===== config.mk =====
export PLATFORM = sky130hd
export DESIGN_NAME = adc_seq_ctrl
export DESIGN_NICKNAME = d
export VERILOG_FILES = /design/src/rtl/adc_seq_pkg.sv /design/src/rtl/adc_tick_gen.sv /design/src/rtl/adc_sar_core.sv /design/src/rtl/adc_result_regs.sv /design/src/rtl/adc_seq_ctrl.sv
export SDC_FILE = /design/constraint.sdc
export NUM_CORES = 1
export LEC_CHECK = 0
export BUFFER_PORTS_ARGS = -buffer_cell sky130_fd_sc_hd__buf_2
export CORE_MARGIN = 2
export CORE_UTILIZATION = 40
export DETAILED_ROUTE_END_ITERATION = 8
export SLEW_MARGIN = 5
export SYNTH_ARGS = -nofsm -noshare
export SYNTH_HDL_FRONTEND = slang
export SYNTH_SLANG_ARGS = --single-unit

===== constraint.sdc =====
create_clock -name clk -period 3.9 [get_ports clk]
set_clock_uncertainty 0.05 [all_clocks]
set_input_delay 0.195 -clock clk [delete_from_list [all_inputs] [get_ports clk]]
set_output_delay 0.195 -clock clk [all_outputs]
set_load 0.005 [all_outputs]

===== src/rtl/adc_seq_pkg.sv =====
package adc_seq_pkg;
  typedef enum logic [1:0] {ST_READY, ST_CONV, ST_SETTLE} seq_state_t;
  localparam logic [1:0] SEL_DIV_A = 2'd0;
  localparam logic [1:0] SEL_DIV_B = 2'd1;
  localparam logic [1:0] SEL_DIV_C = 2'd2;
  localparam logic [1:0] SEL_EXT   = 2'd3;
endpackage


===== src/rtl/adc_tick_gen.sv =====
module adc_tick_gen import adc_seq_pkg::*; #(
  parameter int DIV_A = 2,
  parameter int DIV_B = 8,
  parameter int DIV_C = 32
) (
  input  logic       clk,
  input  logic       rst,
  input  logic       run,
  input  logic [1:0] clk_sel,
  input  logic       ext_tick,
  output logic       tick
);
  localparam int CW = $clog2(DIV_C);
  localparam logic [CW-1:0] LIM_A = CW'(DIV_A - 1);
  localparam logic [CW-1:0] LIM_B = CW'(DIV_B - 1);
  localparam logic [CW-1:0] LIM_C = CW'(DIV_C - 1);

  logic [CW-1:0] cnt;
  logic [CW-1:0] lim;

  always_comb begin
    case (clk_sel)
      SEL_DIV_A: lim = LIM_A;
      SEL_DIV_B: lim = LIM_B;
      default:   lim = LIM_C;
    endcase
  end

  always_ff @(posedge clk) begin
    if (rst || !run) begin
      cnt  <= '0;
      tick <= 1'b0;
    end else if (clk_sel == SEL_EXT) begin
      cnt  <= '0;
      tick <= ext_tick;
    end else if (cnt >= lim) begin
      cnt  <= '0;
      tick <= 1'b1;
    end else begin
      cnt  <= cnt + 1'b1;
      tick <= 1'b0;
    end
  end

  assert_div_spacing_R10: assert property (@(posedge clk) disable iff (rst)
    (clk_sel != SEL_EXT && $stable(clk_sel) && tick) |=> !tick);
endmodule


===== src/rtl/adc_sar_core.sv =====
module adc_sar_core import adc_seq_pkg::*; #(
  parameter int RES_W      = 10,
  parameter int WAIT_TICKS = 2
) (
  input  logic             clk,
  input  logic             rst,
  input  logic             ctl_we,
  input  logic             wr_on,
  input  logic             wr_go,
  input  logic             flag_clr,
  input  logic             tick,
  input  logic             cmp_in,
  output logic             on_q,
  output logic             go_q,
  output logic             hold_open,
  output logic             flag,
  output logic             done_pulse,
  output logic [RES_W-1:0] code,
  output logic [RES_W-1:0] result
);
  localparam int WC = $clog2(WAIT_TICKS) + 1;
  localparam logic [RES_W-1:0] TOP = RES_W'(1) << (RES_W - 1);
  localparam logic [WC-1:0] WLAST = WC'(WAIT_TICKS - 1);

  seq_state_t       state;
  logic [RES_W-1:0] mask;
  logic [WC-1:0]    wcnt;
  logic [RES_W-1:0] decided;
  logic             start_ok;
  logic             abort;

  assign decided  = cmp_in ? code : (code & ~mask);
  assign start_ok = ctl_we && wr_go && wr_on && on_q && !go_q && state == ST_READY;
  assign abort    = go_q && ctl_we && !wr_go;

  always_ff @(posedge clk) begin
    if (rst) begin
      state <= ST_READY; on_q <= 1'b0; go_q <= 1'b0; hold_open <= 1'b0;
      flag <= 1'b0; done_pulse <= 1'b0; code <= '0; mask <= '0;
      wcnt <= '0; result <= '0;
    end else begin
      done_pulse <= 1'b0;
      if (ctl_we) on_q <= wr_on;
      if (flag_clr) flag <= 1'b0;
      if (ctl_we && !wr_on) begin
        state <= ST_READY; go_q <= 1'b0; hold_open <= 1'b0;
        mask <= '0; code <= '0;
      end else if (abort) begin
        state <= ST_SETTLE; wcnt <= '0; go_q <= 1'b0; hold_open <= 1'b0;
        mask <= '0; code <= '0;
      end else begin
        case (state)
          ST_READY: if (start_ok) begin
            state <= ST_CONV; go_q <= 1'b1; hold_open <= 1'b1;
            mask <= '0; code <= '0;
          end
          ST_CONV: if (tick) begin
            if (mask == '0) begin
              mask <= TOP; code <= TOP;
            end else if (mask[0]) begin
              result <= decided; done_pulse <= 1'b1; flag <= 1'b1;
              go_q <= 1'b0; hold_open <= 1'b0; state <= ST_SETTLE;
              wcnt <= '0; mask <= '0; code <= '0;
            end else begin
              mask <= mask >> 1;
              code <= decided | (mask >> 1);
            end
          end
          ST_SETTLE: if (tick) begin
            if (wcnt == WLAST) state <= ST_READY;
            else wcnt <= wcnt + 1'b1;
          end
          default: state <= ST_READY;
        endcase
      end
    end
  end

  assert_trial_onehot_R1: assert property (@(posedge clk) disable iff (rst)
    $onehot0(mask));
  assert_hold_in_conv_R3: assert property (@(posedge clk) disable iff (rst)
    hold_open |-> go_q);
  assert_flag_on_finish_R4: assert property (@(posedge clk) disable iff (rst)
    $rose(flag) |-> $fell(go_q));
  assert_abort_no_flag_R5: assert property (@(posedge clk) disable iff (rst)
    (abort && !flag) |=> !flag);
  assert_settle_blocks_R6: assert property (@(posedge clk) disable iff (rst)
    (state == ST_SETTLE && ctl_we && wr_go && wr_on) |=> !go_q);
endmodule


===== src/rtl/adc_result_regs.sv =====
module adc_result_regs #(
  parameter int RES_W  = 10,
  parameter int PAIR_W = 16
) (
  input  logic             clk,
  input  logic             rst,
  input  logic             ctl_we,
  input  logic             wr_left,
  input  logic             load,
  input  logic [RES_W-1:0] result,
  input  logic             hi_we,
  input  logic             lo_we,
  input  logic [7:0]       wr_data,
  output logic [7:0]       res_hi,
  output logic [7:0]       res_lo
);
  localparam int PAD = PAIR_W - RES_W;

  logic              left_q;
  logic [PAIR_W-1:0] packed_val;

  assign packed_val = left_q ? {result, {PAD{1'b0}}} : {{PAD{1'b0}}, result};

  always_ff @(posedge clk) begin
    if (rst) begin
      left_q <= 1'b0; res_hi <= '0; res_lo <= '0;
    end else begin
      if (ctl_we) left_q <= wr_left;
      if (load) begin
        res_hi <= packed_val[PAIR_W-1 -: 8];
        res_lo <= packed_val[7:0];
      end else begin
        if (hi_we) res_hi <= wr_data;
        if (lo_we) res_lo <= wr_data;
      end
    end
  end

  assert_left_zero_fill_R7: assert property (@(posedge clk) disable iff (rst)
    (load && left_q) |=> res_lo[5:0] == 6'd0);
  assert_right_zero_fill_R7: assert property (@(posedge clk) disable iff (rst)
    (load && !left_q) |=> res_hi[7:2] == 6'd0);
endmodule


===== src/rtl/adc_seq_ctrl.sv =====
module adc_seq_ctrl #(
  parameter int RES_W      = 10,
  parameter int WAIT_TICKS = 2,
  parameter int DIV_A      = 2,
  parameter int DIV_B      = 8,
  parameter int DIV_C      = 32
) (
  input  logic             clk,
  input  logic             rst,
  input  logic             ctl_we,
  input  logic             wr_on,
  input  logic             wr_go,
  input  logic             wr_left,
  input  logic             flag_clr,
  input  logic             res_hi_we,
  input  logic             res_lo_we,
  input  logic [7:0]       wr_data,
  input  logic [1:0]       clk_sel,
  input  logic             ext_tick,
  input  logic             cmp_in,
  output logic [RES_W-1:0] dac_code,
  output logic             hold_open,
  output logic             busy,
  output logic             conv_on,
  output logic             done_flag,
  output logic [7:0]       res_hi,
  output logic [7:0]       res_lo
);
  logic             tick;
  logic             done_pulse;
  logic [RES_W-1:0] result;

  adc_tick_gen #(.DIV_A(DIV_A), .DIV_B(DIV_B), .DIV_C(DIV_C)) u_tick (
    .clk(clk), .rst(rst), .run(conv_on), .clk_sel(clk_sel),
    .ext_tick(ext_tick), .tick(tick));

  adc_sar_core #(.RES_W(RES_W), .WAIT_TICKS(WAIT_TICKS)) u_core (
    .clk(clk), .rst(rst), .ctl_we(ctl_we), .wr_on(wr_on), .wr_go(wr_go),
    .flag_clr(flag_clr), .tick(tick), .cmp_in(cmp_in), .on_q(conv_on),
    .go_q(busy), .hold_open(hold_open), .flag(done_flag),
    .done_pulse(done_pulse), .code(dac_code), .result(result));

  adc_result_regs #(.RES_W(RES_W), .PAIR_W(16)) u_res (
    .clk(clk), .rst(rst), .ctl_we(ctl_we), .wr_left(wr_left),
    .load(done_pulse), .result(result), .hi_we(res_hi_we),
    .lo_we(res_lo_we), .wr_data(wr_data), .res_hi(res_hi), .res_lo(res_lo));
endmodule


-- Yosys cells after proc, flatten, opt, wreduce, memory -nomap -nowiden
Cells that the tools add are included.
- word-level logic and storage cells: 120
- register bits after elaboration: 61
- output and inout bits: 30
- input port bits: 21
- bitwise gates (word level): 8
- muxes and demuxes: 46
- reduce and logical (&&, ||, !) cells: 30
- $add $sub $neg: 2
- $lt $le $gt $ge: 1
- eq/ne operators: 18
- operator list (cell ; number):
    two-way mux 10 bit ; 7
    one-hot mux 10 bit (2 select lines) ; 2
    two-way mux 8 bit ; 4
    two-way mux 2 bit ; 13
    AND reduction 6 bit ; 3
    two-way mux 16 bit ; 1
    two-way mux 1 bit ; 14
    != test 3 x 2 -> 1 bit, second input constant ; 4
    bitwise AND 10 bit ; 1
    zero test 10 bit ; 1
    NOT 10 bit ; 1
    OR 10 x 9 -> 10 bit ; 1
    one-hot mux 5 bit (2 select lines) ; 1
    two-way mux 9 bit ; 1
    != test 3 x 1 -> 1 bit, second input constant ; 3
    logical AND 1 bit ; 8
    AND reduction 7 bit ; 1
    equality test 2 x 1 -> 1 bit, second input constant ; 3
    != test 2 x 1 -> 1 bit, second input constant ; 3
    != test 2 bit, second input constant ; 3
    one-hot mux 2 bit (3 select lines) ; 1
    nonzero test 2 bit ; 3
    OR reduction 3 bit ; 2
    OR reduction 6 bit ; 1
    14 further kinds ; 23

-- Depth between registers and ports, before layout
Gate-level depths: netlist (run 1).
- word-level depth: 8
- mapped depth: 8
- mapped depth without buffers: 6

-- Modules after synthesis
A second synthesis (run 1) with hierarchy kept.
- cells, all modules: 334
- area, all modules: 2931.6 um^2
- modules (own cells, without submodules) (module ; cells an instance ; seq. area each (um^2) ; area each (um^2) ; instances):
    adc_sar_core ; 213 ; 760.7 ; 1745.4 ; 1
    adc_result_regs ; 89 ; 340.3 ; 869.6 ; 1
    adc_tick_gen ; 32 ; 120.1 ; 316.6 ; 1

-- Least setup slack after synthesis (run 1)
OpenSTA, ideal clock, no wires.
- path kind: register to register
- start point: reg u_core.state[1]
- end point: reg u_core.wcnt[1]
- library setup time: 67 ps
- path buffers: 1
- period minus slack after synthesis: 1939 ps
- path slack: 1961 ps
- arrival time: 1822 ps
- data required time: 3783 ps
- cell stages (with the launch flop): 8
- path through: dfxtp_1 > inv_1 > ha_1 > buf_4 > a21boi_1 > a2111o_1 > a2111o_1 > a21oi_2
- longest elaborated chain between the ends: 3
- elaborated cells between the ends (all ways): 11
- classes of those cells: eq/ne (7); mux (2); reduce/logical (2)
- RTL lines (item ; line ; source):
    start: declaration ; adc_sar_core.sv:25 ; seq_state_t state;
    start signal: assignment ; adc_sar_core.sv:38 ; state <= ST_READY; on_q <= 1'b0; go_q <= 1'b0; hold_open <= 1'b0;
    start signal: assignment ; adc_sar_core.sv:46 ; state <= ST_READY; go_q <= 1'b0; hold_open <= 1'b0;
    start signal: assignment ; adc_sar_core.sv:49 ; state <= ST_SETTLE; wcnt <= '0; go_q <= 1'b0; hold_open <= 1'b0;
    equality test 2 bit or equality test 2 x 1 -> 1 bit (tied branches) ; adc_sar_core.sv:52 ; case (state)
    != test 3 x 2 -> 1 bit (no source line), or another cell as far along ; n/a ;
    AND reduction 7 bit (no source line) or two-way mux 2 bit (tied branches) ; n/a ;
    end signal: assignment ; adc_sar_core.sv:71 ; else wcnt <= wcnt + 1'b1;
    end: declaration ; adc_sar_core.sv:27 ; logic [WC-1:0] wcnt;
Several ways; a longest one is shown, not always the timed one.
A chain may end at the register's enable or synchronous reset.

-- Worst setup path after layout (run 1)
- start point: reg u_core.state[1]
- end point: reg u_core.code[7]
- longest elaborated chain between the ends: 4
- elaborated cells between the ends (all ways): 8
- classes of those cells: eq/ne (3); mux (1); reduce/logical (4)
- RTL lines (item ; line ; source):
    zero test 2 bit ; adc_sar_core.sv:33, adc_sar_core.sv:52 ;
    logical AND 1 bit ; adc_sar_core.sv:33 ; assign start_ok = ctl_we && wr_go && wr_on && on_q && !go_q && state == ST_READY;
    != test 2 x 1 -> 1 bit (no source line) ; n/a ;
    AND reduction 3 bit (no source line) ; n/a ;
    end signal: assignment ; adc_sar_core.sv:66 ; code <= decided | (mask >> 1);
    end: declaration ; adc_sar_core.sv:18 ; output logic [RES_W-1:0] code,
Several ways; a longest one is shown, not always the timed one.

==> impl_metrics.json, run 1 <==
{
  "power.total_mw": 1.26,
  "cp.required_ns": 4.13,
  "leakagePower_nw": 1.34,
  "worst_hold_slack_ns": 0.0450,
  "ios": 51,
  "die_w_um": 90.0,
  "worst_slack_ns": 1.55,
  "diodes": 0,
  "place_inst": 467,
  "finalSetupViolCount": 0,
  "netlist_top_cells_count": "dfxtp_1 (61), nor2_1 (36), nand2_1 (25)",
  "path_max_fanout": 10,
  "cp.arrival_ns": 2.58,
  "final_cells": 483,
  "n_fill_cell": 748,
  "cts_root_buf": "clkbuf_8",
  "place_ws_ns": 1.67,
  "drc": 0,
  "reg2reg_from": "u_core.state[1]",
  "post-route-util_pct": 47.5,
  "fin_setup_tns_ns": 0,
  "status": "completed",
  "yosysTopAreaCell": "dfxtp_1",
  "p_per_area_mw_per_mm2": 369,
  "ctsHoldBuffers": 0,
  "start_util_pct": 41.1,
  "hold_viol_final": 0,
  "grt_pass1_wl_um": 12200,
  "grt_overflow": 0,
  "cts.htree.levels": 3,
  "first_pass_iters": 4,
  "globalplace.congestion": 0.848,
  "cts-buffers-inserted": 9,
  "ctsResizeCount": 0,
  "maxSlewViolCount": 0,
  "hold_class": "input port to flip-flop",
  "maxCapViolCount": 0,
  "synth-seq-cells": 61,
  "slowest_stage": "nor2b_1",
  "cts_sinks": 61,
  "synth.most_common_cell": "dfxtp_1",
  "portBuffers": 50,
  "rows": 31,
  "syn-num-nets": 369,
  "synth_cell_type_count": 46,
  "fin_area_mm2": 0.00342,
  "slew_headroom_pct": 32.5,
  "antenna_found_initial": 0,
  "vias": 2666,
  "dp_hpwl_um": 5040,
  "synth_seq_area_share_pct": 41.2,
  "period_minus_slack_ns": 2.35,
  "timing.critical_path.from": "u_core.state[1]",
  "synthCells": 338,
  "synthArstFlopShare_pct": 0,
  "hp-start": "wr_left",
  "fmax_mhz": 426,
  "die_y_um": 90.0,
  "critical_path.top_delay_family": "simple AND/OR/NAND/NOR gates",
  "r2r_slack_ns": 1.55,
  "wl_per_cell_um": 14.8,
  "track_usage_pct": 18.2,
  "grt_max_degree": 43,
  "wl_um": 7130,
  "clkLatencyLatePin_ns": 0.35,
  "clk_pin_slew_worst_paths_ns": 0.07,
  "die_area_mm2": 0.00811,
  "cts_tree": "done",
  "start_kind": "flip-flop",
  "rsz0062_at_grt": "no",
  "post_dp_cell_area_mm2": 0.00325,
  "path_buf_inv": 1,
  "first_global_vias": 2572,
  "coreArea_mm2": 0.00721,
  "ys.flop_type": "dfxtp_1",
  "area_growth_pct": 15.6,
  "cp-end-kind": "flip-flop",
  "crit_chain": "inv_1 > ha_1 > nor2b_1 > nand2_1 > nor4_1 > a32o_1",
  "drt_iter0_drc": 109,
  "synth_warnings": 0,
  "synth_top_area_share_pct": 41.2,
  "layout-drive-gt1-share_pct": 19.0,
  "synthTopCellsByArea": "dfxtp_1 (41%), mux2i_1 (6.1%), nor2_1 (4.6%), ha_1 (4.2%), a21oi_1 (3.9%)",
  "synth-edff-count": 0,
  "ir_drop_uv": 163,
  "slowest_delay_ns": 0.61,
  "ant_nets": 0,
  "viasPerCell": 5.52,
  "timing.final.crit_share_pct": 60.2,
  "nets": 410,
  "syn_area_per_cell_um2": 8.76,
  "worst_pin_slew_ns": 1.01,
  "post_cts_buffers": 0,
  "netlist_area_mm2": 0.00296,
  "path_class": "flip-flop to flip-flop",
  "clk_path_buf_depth": 2
}
path summary, 6_finish.rpt:
check,cells past startpoint,endpoint
max,6,u_core.code[7]
min,3,u_res.left_q
max reg2reg,6,u_core.code[7]
min reg2reg,2,u_core.flag
area by class of cell:
| class | count | area, µm² | share of cell area [%] |
|---|---|---|---|
| clock buffer | 9 | 124 | 3.62 |
| clock inverter | 7 | 50.0 | 1.46 |
| inverter | 10 | 37.5 | 1.10 |
| multi-input combinational | 247 | 1620 | 47.2 |
| sequential | 61 | 1220 | 35.7 |
| tap | 99 | 124 | 3.62 |
| timing repair buffer | 50 | 250 | 7.31 |
kinds of logic (layout without fill, tap and decap cells):
| logic type | Yosys count | count (layout) | share of synthesized area [%] |
|---|---|---|---|
| and+or+nand+nor | 123 | 123 | 21.1 |
| AOI/OAI and AO/OA | 92 | 92 | 21.9 |
| DFF | 61 | 61 | 41.2 |
| buffers and inverters | 30 | 76 | 4.18 |
| muxes | 19 | 19 | 6.46 |
| adders and majority gates | 10 | 10 | 4.22 |
| xor gates and xnor gates | 3 | 3 | 0.887 |
placed cells by master (no fill, tap or decap), drive strengths merged, types with 2 or more instances in the layout:
cell type | netlist | routed
nor4 | 4 | 4
xnor2 | 2 | 2
a2111o | 3 | 3
nand2b | 6 | 6
nor3 | 7 | 7
inv | 10 | 12
mux2i | 18 | 18
a31oi | 13 | 13
buf | 9 | 50
a21oi | 24 | 24
a22o | 3 | 3
a32o | 10 | 10
o21a | 2 | 2
clkbuf | 11 | 9
o31ai | 2 | 2
nor2 | 36 | 36
a21boi | 2 | 2
ha | 10 | 10
nand3 | 8 | 8
nand2 | 25 | 25
nand4 | 10 | 10
a211oi | 10 | 10
nor2b | 12 | 12
clkinv | 0 | 5
nor3b | 4 | 4
o21ai | 8 | 8
o211ai | 9 | 9
dfxtp | 61 | 61
nand3b | 6 | 6
routing by layer:
metal | up-vias | wire (µm) | GRT usage [%]
li1 | 1341 | - | -
met1 | 1235 | 3420 | 24.2
met2 | 83 | 3230 | 28.9
met3 | 7 | 393 | 3.77
met4 | 0 | 87 | 7.56
met5 | - | 0 | 0
report_power, final:
part / switching, mW / internal, mW
clock: 0.264 / 0.233
sequential: 0.00953 / 0.636
combinational: 0.0759 / 0.0473
flip-flops by register name, indices dropped and copies added, names as in the netlist:
| signal | flops |
|---|---|
| u_core.flag | 1 |
| u_core.go_q | 1 |
| u_tick.tick | 1 |
| u_res.res_hi | 8 |
| u_core.done_pulse | 1 |
| u_core.wcnt | 2 |
| u_core.code | 10 |
| u_core.state | 2 |
| u_core.mask | 10 |
| u_res.res_lo | 8 |
| u_res.left_q | 1 |
| u_core.on_q | 1 |
| u_core.result | 10 |
| u_tick.cnt | 5 |
tightest hold or removal path, stage by stage:
cell and delay, ns:
buf_2 0.08, mux2i_1 0.06, nor2_1 0.07
(Power assumes the default switching activity.)
==> inputs of run 2 (changes only) <==
==> constraint.sdc (replaced) <==
create_clock -name clk -period 2 [get_ports clk]
set_clock_uncertainty 0.05 [all_clocks]
set_input_delay 0.1 -clock clk [delete_from_list [all_inputs] [get_ports clk]]
set_output_delay 0.1 -clock clk [all_outputs]
set_load 0.005 [all_outputs]
==> impl_metrics.json, run 2 (synthesis gave the netlist of run 1 again) <==
{
  "path_buf_inv": 1,
  "rsz0062_at_grt": "no",
  "cts_tree": "done",
  "diodes": 0,
  "wl_um": 7280,
  "antenna_found_initial": 0,
  "portBuffers": 50,
  "hold_viol_final": 0,
  "worst_pin_slew_ns": 0.509,
  "drc": 0,
  "start_util_pct": 41.1,
  "mostFrequentLayoutCells": "dfxtp_1 (61), buf_2 (50), nor2_1 (36)",
  "hold_path_depth": 3,
  "hold_class": "input port to flip-flop",
  "crit_chain": "inv_1 > ha_1 > nand2b_1 > a2111o_1 > a2111o_1 > a21oi_2",
  "grt_max_degree": 33,
  "layout-drive-gt1-share_pct": 21.4,
  "status": "completed",
  "grt_overflow": 0,
  "path_class": "flip-flop to flip-flop",
  "cp.required_ns": 2.22,
  "slowest_stage": "a2111o_1",
  "grt_pass1_wl_um": 12600,
  "rows": 31,
  "reg2reg_from": "u_core.wcnt[1]",
  "reg2reg_to": "u_core.wcnt[1]",
  "finalSetupViolCount": 0,
  "fmax_mhz": 534,
  "cts_root_buf": "clkbuf_8",
  "start_kind": "flip-flop",
  "hold_end": "u_tick.tick",
  "track_usage_pct": 18.6,
  "top_regs": "u_core.code x10, u_core.mask x10, u_core.result x10",
  "post_cts_buffers": 0,
  "area.sequential_mm2": 0.00122,
  "ant_nets": 0,
  "ctsResizeCount": 0,
  "timing.final.crit_share_pct": 93.6,
  "n_fill_cell": 736,
  "cts-buffers-inserted": 9,
  "p_per_area_mw_per_mm2": 724,
  "cp-end-kind": "flip-flop",
  "slew_headroom_pct": 66.0,
  "area_growth_pct": 20.7,
  "drt_iter0_drc": 112,
  "hp-start": "clk_sel[0]",
  "clk_path_buf_depth": 2,
  "ios": 51,
  "dp_hpwl_um": 5150,
  "crit_top_cell": "a2111o_1",
  "final_common_cell": "dfxtp_1",
  "clk_pin_slew_worst_paths_ns": 0.07,
  "cp.arrival_ns": 2.09,
  "r2r_slack_ns": 0.13,
  "multiInputGateArea_mm2": 0.00162,
  "die_area_mm2": 0.00811,
  "ir_drop_uv": 334,
  "cts.htree.levels": 3,
  "wl_per_cell_um": 14.6,
  "vias": 2718,
  "period_minus_slack_ns": 1.87,
  "worst_slack_ns": 0.128,
  "place_ws_ns": 0.101,
  "cts_sinks": 61,
  "viasPerCell": 5.44,
  "die_y_um": 90.0,
  "first_global_vias": 2671,
  "post-route-util_pct": 49.6,
  "nets": 427,
  "first_pass_iters": 4,
  "clkLatencyLatePin_ns": 0.34,
  "reg2reg_depth": 6,
  "path_max_fanout": 4,
  "globalplace.congestion": 0.912,
  "coreArea_mm2": 0.00721,
  "fin_setup_tns_ns": 0,
  "die_w_um": 90.0,
  "maxCapViolCount": 0,
  "slowest_delay_ns": 0.47,
  "maxSlewViolCount": 0,
  "critical_path.top_delay_family": "compound AO/OA/AOI/OAI gates",
  "leakagePower_nw": 1.43
}
==> run 2: final cells by class <==
class / instances / area share [%]
Multi-Input combinational cell: 247 / 45.2
Sequential cell: 61 / 34.1
Timing Repair Buffer: 67 / 10.8
Clock buffer: 10 / 3.57
Tap cell: 99 / 3.46
Clock inverter: 6 / 1.78
Inverter: 10 / 1.05
==> run 2: tightest hold or removal path, stage by stage <==
cell	delay [ns]
buf_2	0.11
nand2_1	0.06
o211a_1	0.12
==> run 2: per-layer routing <==
metal / up-vias / wire, µm / share of wire, % / GRT usage (%)
li1: 1362 / - / - / -
met1: 1265 / 3600 / 50 / 25.1
met2: 81 / 3220 / 44 / 29.0
met3: 10 / 352 / 4.8 / 4.44
met4: 0 / 97 / 1.3 / 6.92
met5: - / 0 / 0 / 0
==> run 2: report_power, final <==
part | leakage (nW) | internal [mW] | switching (mW) | total, mW
clock network | 0.0923 | 0.573 | 0.496 | 1.07
logic | 0.842 | 0.109 | 0.153 | 0.262
registers | 0.495 | 1.24 | 0.0190 | 1.26
total | 1.43 | 1.92 | 0.668 | 2.59
==> run 2: how the worst max path moves through the flow <==
| stage | from | end | slack (ns) | depth (start not counted) |
|---|---|---|---|---|
| 2_1_floorplan | u_core.state[1] | u_core.wcnt[1] | 0.06 | 7 |
| 3_3_place_gp | u_core.state[1] | u_core.wcnt[1] | 0.16 | 6 |
| 3_5_place_dp | u_core.state[1] | u_core.wcnt[1] | 0.10 | 6 |
| 4_1_cts | u_core.state[1] | u_core.wcnt[1] | 0.08 | 6 |
| 5_1_grt | u_core.wcnt[1] | u_core.wcnt[1] | 0.004 | 6 |
| 6_report | u_core.wcnt[1] | u_core.wcnt[1] | 0.13 | 6 |
==> run 2: timing repair <==
action | CTS | global route
hold endpoints to repair | 3 | 0
hold buffers | 3 | 0
endpoints found under the setup margin | 0 | 1
==> run 2: per-stage QoR <==
step,instances,hold slack (ns),instance area (µm²),power [mW]
floorplan,338,0.197,2960,1.45
CTS,500,0.0234,3580,2.61
detailed placement,481,0.296,3350,1.54
finish,500,0.0322,3580,2.59
global placement,481,0.300,3350,1.54
global route,500,0.0509,3580,2.71
==> inputs of run 3 (changes only) <==
--- a/config.mk
+++ b/config.mk
@@ -9,6 +9,7 @@
 export CORE_MARGIN = 2
 export CORE_UTILIZATION = 40
 export DETAILED_ROUTE_END_ITERATION = 8
+export PLACE_DENSITY_LB_ADDON = 0.05
 export SLEW_MARGIN = 5
 export SYNTH_ARGS = -nofsm -noshare
 export SYNTH_HDL_FRONTEND = slang
==> constraint.sdc (replaced) <==
create_clock -name clk -period 1.65 [get_ports clk]
set_clock_uncertainty 0.05 [all_clocks]
set_input_delay 0.0825 -clock clk [delete_from_list [all_inputs] [get_ports clk]]
set_output_delay 0.0825 -clock clk [all_outputs]
set_load 0.005 [all_outputs]
==> impl_metrics.json, run 3 (synthesis gave the netlist of run 1 again) <==
{
  "status": "finished with violations",
  "failed_checks": "setup timing",
  "coreArea_mm2": 0.00721,
  "die_area_mm2": 0.00811,
  "dp_hpwl_um": 5660,
  "globalplace.congestion": 0.852,
  "final_cells": 535,
  "grt_overflow": 0,
  "clk_pin_slew_worst_paths_ns": 0.07,
  "grt_max_degree": 33,
  "post-route-util_pct": 56.4,
  "r2r_slack_ns": -0.11,
  "start_kind": "flip-flop",
  "diodes": 0,
  "grt_pass1_wl_um": 13000,
  "ant_nets": 0,
  "path_max_fanout": 3,
  "leakagePower_nw": 1.64,
  "start_util_pct": 41.1,
  "cts_sinks": 61,
  "worst_hold_slack_ns": 0.0418,
  "ir_drop_uv": 551,
  "multiInputGateArea_mm2": 0.00177,
  "critical_path.top_delay_family": "compound AO/OA/AOI/OAI gates",
  "path_buf_inv": 2,
  "worst_slack_ns": -0.108,
  "top_regs": "u_core.code x10, u_core.mask x10, u_core.result x10",
  "final_common_cell": "dfxtp_1",
  "finalSetupViolCount": 2,
  "die_y_um": 90.0,
  "slowest_delay_ns": 0.43,
  "maxSlewViolCount": 0,
  "clk_path_buf_depth": 2,
  "area.sequential_mm2": 0.00123,
  "cts-buffers-inserted": 9,
  "post_dp_cell_area_mm2": 0.00360,
  "slew_headroom_pct": 67.1,
  "maxCapViolCount": 0,
  "cts_root_buf": "clkbuf_8",
  "vias": 2828,
  "die_w_um": 90.0,
  "clkLatencyLatePin_ns": 0.34,
  "fin_area_mm2": 0.00407,
  "viasPerCell": 5.29,
  "slowest_stage": "a2111o_1",
  "portBuffers": 50,
  "hold_class": "input port to flip-flop",
  "fin_setup_tns_ns": -0.126,
  "cp.arrival_ns": 1.98,
  "crit_chain": "inv_4 > ha_4 > inv_2 > a2111o_1 > a2111o_1 > a21oi_2",
  "area_growth_pct": 37.3,
  "reg2reg_from": "u_core.state[0]",
  "rows": 31,
  "p_per_area_mw_per_mm2": 805,
  "cp.required_ns": 1.88,
  "timing.final.crit_share_pct": 107,
  "worst_pin_slew_ns": 0.491,
  "path_class": "flip-flop to flip-flop",
  "ios": 51,
  "wl_um": 8030,
  "drc": 0,
  "wl_per_cell_um": 15.0,
  "track_usage_pct": 19.8,
  "drt_iter0_drc": 99,
  "layout-drive-gt1-share_pct": 33.5,
  "antenna_found_initial": 0,
  "first_global_vias": 2665,
  "timing.critical_path.from": "u_core.state[0]",
  "cp-end-kind": "flip-flop",
  "n_fill_cell": 699,
  "hold_viol_final": 0,
  "mostFrequentLayoutCells": "dfxtp_1 (56), buf_2 (50), buf_4 (39)",
  "cts.htree.levels": 3,
  "rsz0062_at_grt": "yes",
  "cts_tree": "done",
  "crit_top_cell": "a2111o_1",
  "hp-start": "clk_sel[0]",
  "place_inst": 510,
  "first_pass_iters": 4,
  "period_minus_slack_ns": 1.76,
  "nets": 462,
  "fmax_mhz": 569
}
run 3: cell types whose count changed in the layout (fill, tap and decap cells not counted), moves of 3 or more:
cell	delta
buf_4	+25
ha_1	-4
inv_6	+3
dfxtp_2	+3
buf_6	+8
dfxtp_1	-5
inv_1	-3
run 3: repair_timing:
| item | CTS | global route |
|---|---|---|
| setup endpoints to repair | 17 | 29 |
| resized for setup | 18 | 27 |
| cloned | 0 | 1 |
| hold buffers | 4 | 0 |
| pin swaps | 4 | 16 |
| endpoints found under the hold margin | 4 | 0 |
| buffers inserted | 1 | 3 |
run 3: worst register-to-register path: stages (launching register included):
cell      delay, ns
dfxtp_4        0.38
inv_4          0.05
ha_4           0.26
inv_2          0.04
a2111o_1       0.37
a2111o_1       0.43
a21oi_2        0.11
run 3: final cells by class:
cell class / count / share of cell area, %
sequential: 61 / 30.3
clock buffer: 9 / 3.05
inverter: 10 / 1.11
timing repair buffer: 102 / 17.0
multi-input combinational: 247 / 43.6
clock inverter: 7 / 1.82
tap: 99 / 3.05
run 3: path summary, 6_finish.rpt:
| kind | endpoint | cells past startpoint |
|---|---|---|
| setup reg to reg | u_core.wcnt[1] | 6 |
| hold / removal | u_tick.tick | 3 |
| hold reg to reg | u_core.flag | 2 |
| setup / recovery | u_core.wcnt[1] | 6 |
run 3: per-layer routing:
layer,global-route usage (%),part of all wire (%),wire length (µm),up-vias
li1,-,-,-,1434
met4,8.97,1.7,137,0
met3,3.52,4.4,356,13
met1,27.1,48,3820,1301
met5,0,0,0,-
met2,30.3,46,3720,80
run 3: where the power goes:
part | total [mW] | internal, mW | switching, mW
Sequential | 1.52 | 1.50 | 0.0221
Combinational | 0.402 | 0.189 | 0.213
Clock | 1.35 | 0.704 | 0.643
Total | 3.27 | 2.39 | 0.879
run 3: per-stage QoR:
stage          power (mW)  worst slack [ns]
2_1_floorplan        1.76           -0.0890
3_3_place_gp         1.91            -0.110
3_5_place_dp         1.91            -0.139
4_1_cts              3.28           -0.0689
5_1_grt              3.40            -0.132
6_report             3.27            -0.108
